--- src/rtl/cnt_pkg.sv ---
package cnt_pkg;

    // Operation selected by a slice at the next edge, in priority order.
    typedef enum logic [1:0] {
        OP_HOLD  = 2'd0,
        OP_STEP  = 2'd1,
        OP_LOAD  = 2'd2,
        OP_CLEAR = 2'd3
    } slice_op_e;

endpackage

--- src/rtl/cnt_slice.sv ---
module cnt_slice
    import cnt_pkg::*;
#(
    parameter int W = 4
) (
    input  logic         clk,
    input  logic         clr,
    input  logic         ld,
    input  logic [W-1:0] ld_val,
    input  logic         en,
    output logic [W-1:0] q,
    output logic         tc
);

    localparam logic [W-1:0] ONE = W'(1);

    slice_op_e    op;
    logic [W-1:0] q_r;
    logic [W-1:0] q_nxt;

    // Operation select: clear over load over step.
    always_comb begin
        if (clr) begin
            op = OP_CLEAR;
        end else if (ld) begin
            op = OP_LOAD;
        end else if (en) begin
            op = OP_STEP;
        end else begin
            op = OP_HOLD;
        end
    end

    // Next value for each operation.
    always_comb begin
        unique case (op)
            OP_CLEAR: q_nxt = '0;
            OP_LOAD:  q_nxt = ld_val;
            OP_STEP:  q_nxt = q_r + ONE;
            OP_HOLD:  q_nxt = q_r;
            default:  q_nxt = q_r;
        endcase
    end

    // State register.
    always_ff @(posedge clk) begin
        q_r <= q_nxt;
    end

    // Outputs: carry-out depends on the live enable (Mealy).
    assign q  = q_r;
    assign tc = en & (&q_r);

endmodule

--- src/rtl/cnt_chain.sv ---
module cnt_chain #(
    parameter int W = 4,
    parameter int N = 3
) (
    input  logic           clk,
    input  logic           clr,
    input  logic           ld,
    input  logic [W*N-1:0] ld_val,
    input  logic           en,
    output logic [W*N-1:0] q,
    output logic           tc
);

    // carry[i] enables slice i; carry[N] is the chain carry-out.
    logic [N:0] carry;

    assign carry[0] = en;

    for (genvar i = 0; i < N; i++) begin : g_slice
        cnt_slice #(
            .W(W)
        ) u_slice (
            .clk   (clk),
            .clr   (clr),
            .ld    (ld),
            .ld_val(ld_val[i*W +: W]),
            .en    (carry[i]),
            .q     (q[i*W +: W]),
            .tc    (carry[i+1])
        );
    end

    assign tc = carry[N];

endmodule

--- src/rtl/cnt_seq.sv ---
module cnt_seq #(
    parameter int W  = 4,
    parameter int LO = 5,
    parameter int HI = 9
) (
    input  logic         clk,
    input  logic         clr,
    output logic [W-1:0] q
);

    localparam logic [W-1:0] LO_V = W'(LO);
    localparam logic [W-1:0] HI_V = W'(HI);

    logic [W-1:0] q_s;
    logic         reload;
    logic         tc_unused;

    // Reload on the upper bound or on any value outside the window.
    assign reload = (q_s == HI_V) || (q_s < LO_V) || (q_s > HI_V);

    cnt_slice #(
        .W(W)
    ) u_slice (
        .clk   (clk),
        .clr   (clr),
        .ld    (reload),
        .ld_val(LO_V),
        .en    (1'b1),
        .q     (q_s),
        .tc    (tc_unused)
    );

    assign q = q_s;

endmodule

--- src/rtl/cascade_counter_top.sv ---
module cascade_counter_top #(
    parameter int SLICE_W = 4,
    parameter int SLICES  = 3,
    parameter int SEQ_LO  = 5,
    parameter int SEQ_HI  = 9
) (
    input  logic                       clk,
    input  logic                       rst,
    input  logic                       chain_load,
    input  logic [SLICE_W*SLICES-1:0]  chain_load_val,
    input  logic                       chain_en,
    output logic [SLICE_W*SLICES-1:0]  chain_q,
    output logic                       chain_tc,
    output logic [SLICE_W-1:0]         seq_q
);

    cnt_chain #(
        .W(SLICE_W),
        .N(SLICES)
    ) u_chain (
        .clk   (clk),
        .clr   (rst),
        .ld    (chain_load),
        .ld_val(chain_load_val),
        .en    (chain_en),
        .q     (chain_q),
        .tc    (chain_tc)
    );

    cnt_seq #(
        .W (SLICE_W),
        .LO(SEQ_LO),
        .HI(SEQ_HI)
    ) u_seq (
        .clk(clk),
        .clr(rst),
        .q  (seq_q)
    );

endmodule

--- config.mk ---
export PLATFORM = sky130hd
export DESIGN_NAME = cascade_counter_top
export DESIGN_NICKNAME = d
export VERILOG_FILES = /design/src/rtl/cnt_pkg.sv /design/src/rtl/cnt_slice.sv /design/src/rtl/cnt_chain.sv /design/src/rtl/cnt_seq.sv /design/src/rtl/cascade_counter_top.sv
export SDC_FILE = /design/constraint.sdc
export NUM_CORES = 1
export LEC_CHECK = 0
export ABC_CLOCK_PERIOD_IN_PS = 4200
export BUFFER_PORTS_ARGS = -buffer_cell sky130_fd_sc_hd__buf_4
export CORE_MARGIN = 8
export CORE_UTILIZATION = 35
export DETAILED_ROUTE_END_ITERATION = 8
export SYNTH_ARGS = -nofsm -noshare
export SYNTH_HDL_FRONTEND = slang
export SYNTH_SLANG_ARGS = --single-unit
--- constraint.sdc ---
create_clock -name clk -period 4.2 [get_ports clk]
set_input_delay 0.42 -clock clk [delete_from_list [all_inputs] [get_ports clk]]
set_output_delay 0.42 -clock clk [all_outputs]
set_load 0.01 [all_outputs]
==> key figures <==
Drt
  – Vias per cell: 5.01
  – Max Used Layer: met4
  – 1st-iter DRT viols: 49
  – Post-route DRC: 0
  – DR WL met2: 1060 um
  – Final ANT Viol Nets: 0
  – DR WL met3: 144 um
  – Post-Route WL: 2320 um
  – Drt first pass iters: 5
  – Met1 WL: 1100 um
  – Routed vias: 801
  – Avg WL per Cell: 14.5 um

Pwr
  – Power Internal: 261 uW
  – Switching share of power: 26.1%
  – Clock power share: 22.1%
  – Sequential share of power: 57.3%
  – Worst vdd ir: 0.210 mV
  – Sw power: 92.1 uW
  – Combinational power share: 20.6%
  – PD cells: 269 mW/mm^2
  – Leakage power: 0.000571 uW

CTS
  – CTS tree: built
  – Reg clk slew, reported paths: 0.09 ns
  – Clock Tree Root: clkbuf_4
  – Resized Gates After CTS: 0
  – Clock buffer depth: 2
  – Num CTS Buffers: 3
  – H-tree Lvls: 1
  – Post-CTS Hold Buffers: 0
  – Post-CTS setup buffers: 0
  – Worst skew pair latency: 0.28 ns
  – Clock Sinks: 16

Finish
  – Ratio of cells with drive above 1 in the final layout: 31.0%
  – N_diodes: 0
  – Fillers: 257
  – Nets: 156
  – P&R area growth vs syn: 30.3%
  – Final Util: 47.6%

Yosys
  – Post-synth ARST share: 0%
  – Most frequent cell after synthesis: edfxtp_1
  – Post-synthesis sequential element count: 16
  – Mapped Cells: 93
  – Yosys synthesis warning count: 0
  – Sequential area share after synthesis: 47.6%
  – Dominant synthesized flop cell: edfxtp_1
  – Commonest cells post-synth: edfxtp_1 (16), ha_1 (9), nand2_1 (9), inv_1 (7)
  – Number of synthesized flops with an enable pin: 16
  – Mean Syn Cell Area: 10.8 um^2
  – Distinct cell type count after synthesis: 33
  – Top cell type by total area after synthesis: edfxtp_1
  – Top cells by area in the synthesized netlist: edfxtp_1 (48%), ha_1 (11%), nand2_1 (3.3%)
  – Synth top area share: 47.6%
  – Mapped Area: 0.00101 mm^2

Job
  – # Max-Cap Violations: 0

Critical path
  – Critical path startpoint category: flop
  – CP endpoint kind: output port
  – Crit Path Class: flop to output port
  – Critical path data required time: 3.78 ns
  – Arr. time, crit path: 1.61 ns
  – Crit-path max FO: 10

Global route
  – First-pass GRT wire length: 3990 um
  – Total global-route track usage: 9.72%
  – Vias in the first global route: 854
  – Initial antenna violation count: 0
  – Largest net degree at the start of global routing: 16
  – Global route overflow: 0

Timing
  – Setup TNS: 0 ns
  – Achievable Freq: 493 MHz
  – Final setup fails: 0
  – Final Max Slew Viols: 0
  – Worst-Margin Slew: 0.552 ns
  – Max-slew headroom: 62.8%
  – RSZ-0062 raised after global routing: no
  – Hold_ws: 0.437 ns
  – Period minus WS final: 2.03 ns
  – Final hold violations: 0
  – Final Cycle Share: 48.3%
  – Clk_skew: 0.000571 ns

Floorplan
  – Core area: 0.00276 mm^2
  – Cell Rows: 19
  – Initial Utilization: 36.6%
  – Chip width: 69.7 um
  – Total die area: 0.00486 mm^2
  – I/O Pins: 33
  – Die height: 69.7 um

Status
  – Outcome: finished clean

Placed design
  – Post-DP HPWL: 1890 um
  – PortBufs: 32
  – GPL Wtd Cong: 0.821

Worst hold path
  – Hold Path Class: input pin to flop
## layout by cell type (no fill, tap or decap), types with 2 or more instances in the layout
cell      netlist  layout
a21oi_1         6       6
o21ai_0         2       2
a22oi_1         2       2
or4_1           2       2
conb_1          1       4
nor2b_1         2       2
edfxtp_1       16      16
ha_1            9       9
buf_4           0      32
clkbuf_4        0       3
xnor2_1         3       3
nand2b_1        2       2
inv_1           7       7
nand3_1         4       4
nand2_1         9       9
xor2_1          3       3
nor3b_1         2       2
nor2_1          6       6
## per-stage QoR
stage	total power, uW	cells	instance area, um^2	setup WS, ns
after detailed placement	279	157	1290	2.39
after CTS	357	160	1310	2.14
final	353	160	1310	2.17
after floorplan	240	96	1020	2.55
after global routing	374	160	1310	2.02
after global placement	278	157	1290	2.43
## cell families after synthesis
kind of cell / share of synthesized area, %
buffers and inverters: 3.35
XOR/XNOR: 5.21
AO/OA/AOI/OAI: 11.2
other: 0.372
adder cells (fa/ha/maj): 11.2
AND/OR/NAND/NOR: 21.1
flip-flops: 47.6
## power groups by stage
stage	sequential (uW)	combinational (uW)	clock (uW)
2_1_floorplan	209	30.6	0
3_3_place_gp	205	72.5	0
3_5_place_dp	206	73.3	0
4_1_cts	202	73.7	81.3
5_1_grt	205	81.4	88.2
6_report	202	72.8	78.0
## path summary, 6_finish.rpt
path / cells past startpoint / slack [ns] / endpoint / start
setup / recovery: 5 / 2.17 / chain_tc / u_chain.g_slice[0].u_slice.q[0]
hold / removal: 2 / 0.44 / u_chain.g_slice[2].u_slice.q[3] / chain_load_val[11]
setup reg to reg: 5 / 2.46 / u_seq.u_slice.q[0] / u_seq.u_slice.q[0]
hold reg to reg: 2 / 0.70 / u_seq.u_slice.q[3] / u_seq.u_slice.q[1]
## state kept, by name, indices dropped and copies added (netlist names)
signal	count
u_chain.g_slice.u_slice.q	12
u_seq.u_slice.q	4
## layout make-up
class / count / area (um^2) / area share [%]
Timing Repair Buffer: 32 / 240 / 18.3
Clock buffer: 3 / 22.5 / 1.71
Sequential cell: 16 / 480 / 36.6
Inverter: 7 / 26.3 / 2.00
Multi-Input combinational cell: 71 / 505 / 38.5
Tap cell: 31 / 38.8 / 2.95
## critical path, stage by stage, from the launching register on
cell      delay (ns)
edfxtp_1        0.40
ha_1            0.25
nand4_4         0.18
nor2_1          0.18
and4_1          0.20
buf_4           0.12
## per-layer routing
metal  vias up  global-route usage [%]
li1        407                       -
met1       369                    12.5
met2        23                    14.9
met3         2                    3.00
met4         0                    3.35
met5         -                       0
Power figures use the tool's default switching activity.
